File: config.mk
export PLATFORM = sky130hd
export DESIGN_NAME = tbase_timer
export DESIGN_NICKNAME = d
export VERILOG_FILES = /design/src/rtl/tbase_pkg.sv /design/src/rtl/tbase_prescaler.sv /design/src/rtl/tbase_counter.sv /design/src/rtl/tbase_events.sv /design/src/rtl/tbase_timer.sv
export SDC_FILE = /design/constraint.sdc
export NUM_CORES = 1
export LEC_CHECK = 0
export ABC_AREA = 1
export BUFFER_PORTS_ARGS = -buffer_cell sky130_fd_sc_hd__buf_2
export CORE_MARGIN = 2
export CORE_UTILIZATION = 45
export DETAILED_ROUTE_END_ITERATION = 10
export PLACE_DENSITY = 0.8
export RECOVER_POWER = 50
export SLEW_MARGIN = 5
export SYNTH_ARGS = -nofsm -noshare
export SYNTH_HDL_FRONTEND = slang
export SYNTH_SLANG_ARGS = --single-unit
File: constraint.sdc
create_clock -name clk -period 2.5 [get_ports clk]
set_input_delay 0.625 -clock clk [delete_from_list [all_inputs] [get_ports clk]]
set_output_delay 0.625 -clock clk [all_outputs]
set_load 0.01 [all_outputs]
File: src/rtl/tbase_pkg.sv
`timescale 1ns/1ps
package tbase_pkg;
  localparam logic [2:0] MM_SWUPD  = 3'b000;
  localparam logic [2:0] MM_RUN    = 3'b001;
  localparam logic [2:0] MM_UPDATE = 3'b010;

  // wrap condition: value has reached or passed the limit
  function automatic logic reached_top(input logic [31:0] value, input logic [31:0] top);
    return value >= top;
  endfunction

  // divider restarts on the tick, otherwise climbs while running
  function automatic logic [31:0] next_div(input logic [31:0] cur, input logic at_end);
    return at_end ? 32'd0 : cur + 32'd1;
  endfunction
endpackage

File: src/rtl/tbase_prescaler.sv
`timescale 1ns/1ps
module tbase_prescaler
  import tbase_pkg::*;
#(
  parameter int PW = 16
) (
  input  logic          clk,
  input  logic          rst_n,
  input  logic          run,
  input  logic          restart,
  input  logic          load,
  input  logic [PW-1:0] psc_pre,
  output logic          tick,
  output logic [PW-1:0] psc_active
);
  logic [PW-1:0] div_q;
  logic [PW-1:0] act_q;

  assign tick       = run && (div_q == act_q);
  assign psc_active = act_q;

  always_ff @(posedge clk or negedge rst_n) begin
    if (!rst_n) begin
      div_q <= '0;
      act_q <= '0;
    end else begin
      if (load) act_q <= psc_pre;
      if (restart)  div_q <= '0;
      else if (run) div_q <= PW'(next_div(32'(div_q), tick));
    end
  end

  // divider count frozen while stopped and not restarted
  a_r1_div_frozen_idle: assert property (@(posedge clk) disable iff (!rst_n)
    (!run && !restart) |=> $stable(div_q));
endmodule

File: src/rtl/tbase_counter.sv
`timescale 1ns/1ps
module tbase_counter
  import tbase_pkg::*;
#(
  parameter int CW = 16
) (
  input  logic          clk,
  input  logic          rst_n,
  input  logic          tick,
  input  logic          restart,
  input  logic          cnt_wr,
  input  logic [CW-1:0] cnt_wdata,
  input  logic          rld_wr,
  input  logic [CW-1:0] rld_wdata,
  input  logic          arpe,
  input  logic          load,
  output logic [CW-1:0] cnt,
  output logic [CW-1:0] rld_active,
  output logic          ovf
);
  localparam logic [CW-1:0] RLD_RESET = {CW{1'b1}};

  logic [CW-1:0] cnt_q;
  logic [CW-1:0] pre_q;
  logic [CW-1:0] act_q;
  logic          limit_zero;

  assign limit_zero = (act_q == '0);
  assign ovf        = tick && !limit_zero && reached_top(32'(cnt_q), 32'(act_q));
  assign cnt        = cnt_q;
  assign rld_active = act_q;

  always_ff @(posedge clk or negedge rst_n) begin
    if (!rst_n) begin
      cnt_q <= '0;
      pre_q <= RLD_RESET;
      act_q <= RLD_RESET;
    end else begin
      if (restart)                  cnt_q <= '0;
      else if (cnt_wr)              cnt_q <= cnt_wdata;
      else if (ovf)                 cnt_q <= '0;
      else if (tick && !limit_zero) cnt_q <= cnt_q + 1'b1;

      if (rld_wr) pre_q <= rld_wdata;
      if (rld_wr && !arpe) act_q <= rld_wdata;
      else if (load)       act_q <= pre_q;
    end
  end

  // a zero limit blocks the counter
  a_r2_hold_zero_reload: assert property (@(posedge clk) disable iff (!rst_n)
    (limit_zero && !restart && !cnt_wr) |=> $stable(cnt_q));
  // software update always clears the count
  a_r12_restart_clears: assert property (@(posedge clk) disable iff (!rst_n)
    restart |=> (cnt_q == '0));
endmodule

File: src/rtl/tbase_events.sv
`timescale 1ns/1ps
module tbase_events
  import tbase_pkg::*;
(
  input  logic       clk,
  input  logic       rst_n,
  input  logic       uev,
  input  logic       ovf,
  input  logic       sw_update,
  input  logic       urs,
  input  logic       flag_clr,
  input  logic       irq_en,
  input  logic       dma_en,
  input  logic       cnt_run,
  input  logic [2:0] mm_sel,
  output logic       flag,
  output logic       irq,
  output logic       dma_req,
  output logic       trig_out
);
  logic flag_set;
  logic flag_q;
  logic dma_q;

  assign flag_set = uev && (ovf || (sw_update && !urs));
  assign flag     = flag_q;
  assign irq      = flag_q & irq_en;
  assign dma_req  = dma_q;

  always_ff @(posedge clk or negedge rst_n) begin
    if (!rst_n) begin
      flag_q <= 1'b0;
      dma_q  <= 1'b0;
    end else begin
      if (flag_set)      flag_q <= 1'b1;
      else if (flag_clr) flag_q <= 1'b0;
      dma_q <= flag_set && dma_en;
    end
  end

  always_comb begin
    case (mm_sel)
      MM_SWUPD:  trig_out = sw_update;
      MM_RUN:    trig_out = cnt_run;
      MM_UPDATE: trig_out = uev;
      default:   trig_out = 1'b0;
    endcase
  end

  // a DMA pulse always coincides with a set flag
  a_r10_dma_with_flag: assert property (@(posedge clk) disable iff (!rst_n)
    dma_q |-> flag_q);
  // a silent software update never raises the flag
  a_r5_silent_sw: assert property (@(posedge clk) disable iff (!rst_n)
    (urs && sw_update && !ovf && !flag_q) |=> !flag_q);
endmodule

File: src/rtl/tbase_timer.sv
`timescale 1ns/1ps
module tbase_timer
  import tbase_pkg::*;
#(
  parameter int CW  = 16,
  parameter int PW  = 16,
  parameter int RDW = 32
) (
  input  logic           clk,
  input  logic           rst_n,
  input  logic           en_wr,
  input  logic           en_wdata,
  input  logic           arpe,
  input  logic           udis,
  input  logic           urs,
  input  logic           opm,
  input  logic           sw_update,
  input  logic           psc_wr,
  input  logic [PW-1:0]  psc_wdata,
  input  logic           rld_wr,
  input  logic [CW-1:0]  rld_wdata,
  input  logic           cnt_wr,
  input  logic [CW-1:0]  cnt_wdata,
  input  logic           flag_clr,
  input  logic           irq_en,
  input  logic           dma_en,
  input  logic           remap,
  input  logic [2:0]     mm_sel,
  output logic           en_bit,
  output logic [RDW-1:0] cnt_rd,
  output logic [CW-1:0]  rld_active,
  output logic [PW-1:0]  psc_active,
  output logic           flag,
  output logic           irq,
  output logic           dma_req,
  output logic           trig_out
);
  localparam int PADW = RDW - 1 - CW;

  logic          en_q;
  logic          run_q;
  logic          tick;
  logic          ovf;
  logic          uev;
  logic [PW-1:0] psc_pre_q;
  logic [CW-1:0] cnt;

  assign uev    = !udis && (ovf || sw_update);
  assign en_bit = en_q;
  assign cnt_rd = {remap & flag, {PADW{1'b0}}, cnt};

  always_ff @(posedge clk or negedge rst_n) begin
    if (!rst_n) begin
      en_q      <= 1'b0;
      run_q     <= 1'b0;
      psc_pre_q <= '0;
    end else begin
      if (en_wr)            en_q <= en_wdata;
      else if (opm && uev)  en_q <= 1'b0;
      run_q <= en_q;
      if (psc_wr) psc_pre_q <= psc_wdata;
    end
  end

  tbase_prescaler #(.PW(PW)) u_psc (
    .clk(clk), .rst_n(rst_n), .run(run_q), .restart(sw_update), .load(uev),
    .psc_pre(psc_pre_q), .tick(tick), .psc_active(psc_active)
  );

  tbase_counter #(.CW(CW)) u_cnt (
    .clk(clk), .rst_n(rst_n), .tick(tick), .restart(sw_update),
    .cnt_wr(cnt_wr), .cnt_wdata(cnt_wdata), .rld_wr(rld_wr), .rld_wdata(rld_wdata),
    .arpe(arpe), .load(uev), .cnt(cnt), .rld_active(rld_active), .ovf(ovf)
  );

  tbase_events u_evt (
    .clk(clk), .rst_n(rst_n), .uev(uev), .ovf(ovf), .sw_update(sw_update),
    .urs(urs), .flag_clr(flag_clr), .irq_en(irq_en), .dma_en(dma_en),
    .cnt_run(run_q), .mm_sel(mm_sel), .flag(flag), .irq(irq),
    .dma_req(dma_req), .trig_out(trig_out)
  );

  // one-pulse mode drops the enable at the update edge
  a_r6_opm_stop: assert property (@(posedge clk) disable iff (!rst_n)
    (opm && uev && !en_wr) |=> !en_q);
  // active divide value untouched while updates are disabled
  a_r4_psc_kept: assert property (@(posedge clk) disable iff (!rst_n)
    udis |=> $stable(psc_active));
  // running state follows an enable write after two edges
  a_r7_run_lag: assert property (@(posedge clk) disable iff (!rst_n)
    (en_wr && en_wdata) |=> ##1 run_q);
endmodule

Yosys cells after proc, flatten, opt, wreduce, memory -nomap -nowiden
Cells that the tools add are included.

storage, ports and cells
  bits in registers = 100
  latch bits = 0
  memory bits (writable) = 0
  bits in read-only memories = 0
  output and inout port bits = 69
  word-level logic and storage cells = 54
  memories kept = 0

cells by class
  $add $sub $neg = 2
  multipliers = 0
  div/mod/pow operators = 0
  order comparisons = 1
  equality and inequality tests = 3
  shift operators = 0
  multiplexer cells = 14
  bitwise gates (word level) = 2
  reduce and logical (&&, ||, !) cells = 22

operators by type and width
  operator                                                               count
  16-bit two-way mux                                                     9
  16-bit by 1-bit adder with 16-bit output, second input constant        2
  16-bit equality test                                                   1
  16-bit >= comparator                                                   1
  16-bit logical NOT                                                     1
  1-bit logical AND                                                      9
  2-bit nonzero test                                                     4
  1-bit logical NOT                                                      4
  1-bit two-way mux                                                      4
  4-bit nonzero test                                                     1
  3-bit by 1-bit equality test with 1-bit output, second input constant  1
  3-bit by 2-bit equality test with 1-bit output, second input constant  1
  3-bit logical NOT                                                      1
  1-bit one-hot mux with 3 select lines                                  1
  1-bit bitwise AND                                                      2
  1-bit logical OR                                                       2

Logic depth before layout (Yosys ltp)
  depth after elaboration = 9
  mapped depth = 17
  depth with buffers taken out = 16

Hierarchy
A second synthesis with hierarchy kept.

unflattened totals
  cells, all modules = 798
  area, all modules = 5954.5 µm²

by module, submodules not included
  module           instances  cells an instance  area each (µm²)  sequential area each (µm²)
  tbase_counter    1          408                3041.7           1241.2
  tbase_prescaler  1          272                1918.1           800.8
  tbase_timer      1          98                 867.1            450.4
  tbase_events     1          20                 127.6            50.0

Worst setup path after synthesis
OpenSTA, ideal clock, no wires.

  kind = reg-to-output
  start point = register u_cnt.act_q[3], in the netlist u_cnt.rld_active[3]
  end point = output port trig_out
  arrival time = 2.016 ns
  data required time = 1.875 ns
  slack = -0.141 ns
  cell stages (with the launch flop) = 16
  buffers on the path = 1
  cell sequence = dfstp_2 -> inv_1 -> ha_1 -> nand2_1 -> nor2_1 -> nor2_1 -> o21ai_0 -> nand2_1 -> nand2_1 -> nand2_1 -> nand2_1 -> nand2_4 -> nand2_4 -> nand2_4 -> buf_2 -> o21ai_0

between the ends
  word-level cells in the longest chain between the ends = 7

RTL lines
  item                                                          line                 RTL
  start, declared                                               tbase_counter.sv:25  logic [CW-1:0] act_q;
  start signal, assigned                                        tbase_counter.sv:45  if (rld_wr && !arpe) act_q <= rld_wdata;
  start signal, assigned                                        tbase_counter.sv:46  else if (load) act_q <= pre_q;
  branches (longest 3 deep; another with 16-bit >= comparator)  -
  1-bit logical AND (*)                                         tbase_counter.sv:29  assign ovf = tick && !limit_zero && reached_top(32'(cnt_q), 32'(act_q));
  1-bit logical OR (*)                                          tbase_timer.sv:48    assign uev = !udis && (ovf || sw_update);
  1-bit logical AND (*)                                         tbase_timer.sv:48
  1-bit one-hot mux with 3 select lines (*)                     tbase_events.sv:42   case (mm_sel)
  end, declared                                                 tbase_timer.sv:36    output logic trig_out

Mark *: on every way between the ends.

Worst setup path in the final report
  start point = register u_cnt.act_q[13], in the netlist u_cnt.rld_active[13]
  end point = output port trig_out

Same word-level chain as after synthesis.

==> metrics.log <==
INFO  metric ioPinCount = 136
INFO  metric pin_count_of_the_biggest_net_entering_global_routing = 46
INFO  metric timing.setup.tns = -0.280 ns
INFO  metric tritoncts = yes
INFO  metric synth_area = 5910 um2
INFO  metric relSlewSlack = 27.2%
INFO  metric design_area = 7250 um2
INFO  metric numPlacedInstances = 1,055
INFO  metric design.core.area = 12,700 um2
INFO  metric timing.rr.start = u_cnt.rld_active[13]
INFO  metric detail_route.drc_violations = 0
INFO  metric syn_area_per_cell = 7.80 um2
INFO  metric yosysTopAreaCellShare = 28.8%
INFO  metric power.leakage = 0.00381 uW
INFO  metric internal_power = 3070 uW
INFO  metric run_status = complete, but fails checks
INFO  metric critical_path_class = flip-flop to primary output
INFO  metric met2_layer_wire_length_in_the_routed_design = 7270 um
INFO  metric p_seq_share = 43.9%
INFO  metric worst_hold_path_type = flip-flop to flip-flop
INFO  metric period_needed = 2.78 ns
INFO  metric pwr-share-clk = 33.0%
INFO  metric clkTransAtPathRegs = 0.07 ns
INFO  metric grt_setup_unrepaired = true
INFO  metric net_switching_share_of_the_total_power = 31.8%
INFO  metric endpoint_kind = primary output
INFO  metric fin_nets = 986
INFO  metric ys_ff_latch = 100
INFO  metric first_pass_grt_wire_length = 25,100 um
INFO  metric tightest_slew = 1.09 ns
INFO  metric final_layout_size_suffix_gt1_share = 30.2%
INFO  metric number_of_buffers_inserted_during_clock_tree_synthesis = 9
INFO  metric portBuffers = 120
INFO  metric die_height = 119 um
INFO  metric clock-sinks = 100
INFO  metric top_layer = met4
INFO  metric number_of_cell_instances_on_the_worst_register_to_register_path = 13
INFO  metric clock_latency = 0.36 ns
INFO  metric worstPathMaxFanout = 3
INFO  metric setup.worst_path.start = u_cnt.rld_active[13]
INFO  metric die_outline_area = 14,100 um2
INFO  metric synth-edff-count = 0
INFO  metric achievable-frequency = 0.360 GHz
INFO  metric worst_r2r_endpoint = u_cnt.rld_active[8]
INFO  metric cts_root_buffer = sky130_fd_sc_hd__clkbuf_16
INFO  metric comb_power_share = 23.2%
INFO  metric clk_path_buf_depth = 2
INFO  metric post-place-ws = 0.0203 ns
INFO  metric r2r_setup_slack = 0.11 ns
INFO  metric start_kind = flip-flop
INFO  metric avgViaCountPerCell = 5.03
INFO  metric place_congestion = 1.04
INFO  metric grt_pass1_vias = 5,002
INFO  metric drt_first_iter_violations = 412
INFO  metric switching_power = 1430 uW
INFO  metric cp.arrival = 2.16 ns
INFO  metric postSynth.topFlopCell = sky130_fd_sc_hd__dfrtp_1
INFO  metric synth_cells = 758
INFO  metric final_antenna_net_count = 0
INFO  metric layout_worst_path_cycle_share = 111%
INFO  metric synth.yosys.seq_area_share = 43.0%
INFO  metric met3RoutedLength = 948 um
INFO  metric failing_checks = negative setup slack
INFO  metric final_common_cell = sky130_fd_sc_hd__nand2_1
INFO  metric synth_cell_types = 35
INFO  metric diodes = 0
INFO  metric synth-warning-count = 0
INFO  metric detailed_place_hpwl = 11,400 um
INFO  metric dr_total_vias = 5,419
INFO  metric max_cap_violations = 0
INFO  metric fin_skew = 0.00686 ns
INFO  metric post-synth-top-area-cell = sky130_fd_sc_hd__dfrtp_1
INFO  metric synthToLayoutAreaGrowth = 22.7%
INFO  metric ir_drop = 0.419 mV
INFO  metric least_setup_slack_across_all_paths_after_layout = -0.280 ns
INFO  metric grt.total_usage = 22.5%
INFO  metric hold_path_startpoint = en_bit
INFO  metric core.rowCount = 41
INFO  metric min_path_cells = 0
INFO  metric wirelength_met1 = 6820 um
INFO  metric firstDrtPassIters = 5
INFO  metric hold_viol = 0
INFO  metric synth.top_cells.by_area = sky130_fd_sc_hd__dfrtp_1, sky130_fd_sc_hd__nand2_1, sky130_fd_sc_hd__dfstp_2, sky130_fd_sc_hd__mux2_2, sky130_fd_sc_hd__inv_1
INFO  metric globalRouteOverflowTotal = 0
INFO  metric drv_slew = 0
INFO  metric setup_violations = 1
INFO  metric antenna_found_initial = 0
INFO  metric wl = 15,500 um
INFO  metric post_drt_wl_per_cell = 14.4 um
INFO  metric worst-endpoint-required = 1.88 ns
INFO  metric hold_path_end = run_q
INFO  metric postSynth.asyncResetShare = 100%
INFO  metric p_total = 4500 uW
INFO  metric power_density = 621 nW/um2
INFO  metric die_width = 119 um
INFO  metric final_cell_mix = sky130_fd_sc_hd__nand2_1, sky130_fd_sc_hd__buf_2, sky130_fd_sc_hd__inv_1
INFO  metric ctsHtreeMaxLevel = 3
INFO  metric dpl_cell_area = 6820 um2
INFO  metric final_cell_count_no_fill = 1,078
INFO  metric initial_core_util = 46.5%
## flip-flops by register name (all words and copies together), names as in the netlist
name,cells
psc_pre_q,16
u_cnt.cnt,16
u_cnt.pre_q,16
u_cnt.rld_active,16
u_psc.div_q,16
u_psc.psc_active,16
en_bit,1
run_q,1
u_evt.dma_req,1
u_evt.flag,1
## area by class of cell
class                           instances  area, um2
Clock buffer                            9        225
Clock inverter                          7       91.3
Fill cell                            1168       5470
Inverter                               91        342
Multi-Input combinational cell        542       2950
Sequential cell                       100       2540
Tap cell                              172        215
Timing Repair Buffer                  157        882
## cell usage after synthesis, types with 2 or more instances
library cell               count
sky130_fd_sc_hd__nand2_4       3
sky130_fd_sc_hd__buf_6         2
sky130_fd_sc_hd__nor3b_1       2
sky130_fd_sc_hd__dfrtp_1      68
sky130_fd_sc_hd__nor2_1       58
sky130_fd_sc_hd__inv_1        89
sky130_fd_sc_hd__nand4_1      12
sky130_fd_sc_hd__or2_2         5
sky130_fd_sc_hd__buf_4        16
sky130_fd_sc_hd__o21ai_0      50
sky130_fd_sc_hd__nand3_1      53
sky130_fd_sc_hd__buf_2         5
sky130_fd_sc_hd__nand3_2      11
sky130_fd_sc_hd__nor3_1       10
sky130_fd_sc_hd__xor2_1        7
sky130_fd_sc_hd__ha_1         18
sky130_fd_sc_hd__a21oi_1      18
sky130_fd_sc_hd__clkbuf_1     15
sky130_fd_sc_hd__xnor2_1       4
sky130_fd_sc_hd__inv_2         2
sky130_fd_sc_hd__nand3b_1      4
sky130_fd_sc_hd__dfstp_2      32
sky130_fd_sc_hd__nand2_1     228
sky130_fd_sc_hd__mux2_2       32
sky130_fd_sc_hd__and3_1        2
sky130_fd_sc_hd__a211oi_1      3
## metal layers
metal / GRT usage (%) / vias up
li1: - / 2680
met1: 30.5 / 2502
met2: 35.3 / 201
met3: 3.57 / 36
met4: 10.3 / 0
met5: 0 / -
## worst max-delay path: stages, from the launching register on
cell	delay [ns]
sky130_fd_sc_hd__dfstp_2	0.55
sky130_fd_sc_hd__inv_1	0.05
sky130_fd_sc_hd__ha_1	0.30
sky130_fd_sc_hd__a21oi_1	0.14
sky130_fd_sc_hd__o21ai_0	0.11
sky130_fd_sc_hd__a21oi_2	0.17
sky130_fd_sc_hd__nand2_2	0.09
sky130_fd_sc_hd__nand2_4	0.07
sky130_fd_sc_hd__nand2_4	0.05
sky130_fd_sc_hd__nand2_4	0.09
sky130_fd_sc_hd__o21ai_4	0.05
sky130_fd_sc_hd__buf_6	0.13
## power groups by stage
| stage | logic (uW) | clock network (uW) | registers [uW] |
|---|---|---|---|
| CTS | 1040 | 1510 | 1970 |
| global placement | 954 | 0 | 1990 |
| detailed placement | 975 | 0 | 2000 |
| finish | 1040 | 1480 | 1970 |
| floorplan | 556 | 0 | 2020 |
| global route | 1170 | 1570 | 2000 |
## stage by stage
stage | hold WS, ns | utilization [%]
finish | 0.414 | 57.0
global route | 0.443 | 57.0
CTS | 0.277 | 57.2
detailed placement | 0.395 | 53.6
global placement | 0.400 | 53.6
floorplan | 0.329 | -
## kinds of logic after synthesis
logic type | synth area share, %
and+or+nand+nor | 29.1
DFF | 43.0
buffers and inverters | 9.63
AOI/OAI and AO/OA | 6.65
adders and majority gates | 3.81
muxes | 6.10
other | 0.0634
xor gates and xnor gates | 1.63
## worst max-delay path by stage
stage / slack (ns) / depth (start not counted) / to
floorplan: 0.03 / 15 / trig_out
global placement: 0.05 / 13 / trig_out
detailed placement: 0.02 / 13 / trig_out
CTS: -0.29 / 15 / trig_out
global route: -0.42 / 15 / trig_out
finish: -0.28 / 11 / trig_out
## timing repair
item                                    in CTS  in global routing
pin swaps                                   10                  1
cloned                                       0                  0
hold buffers                                 0                  0
endpoints found under the setup margin       1                 33
buffers inserted                             8                  0
gates resized for setup                     17                  1
Power figures use the tool's default switching activity.
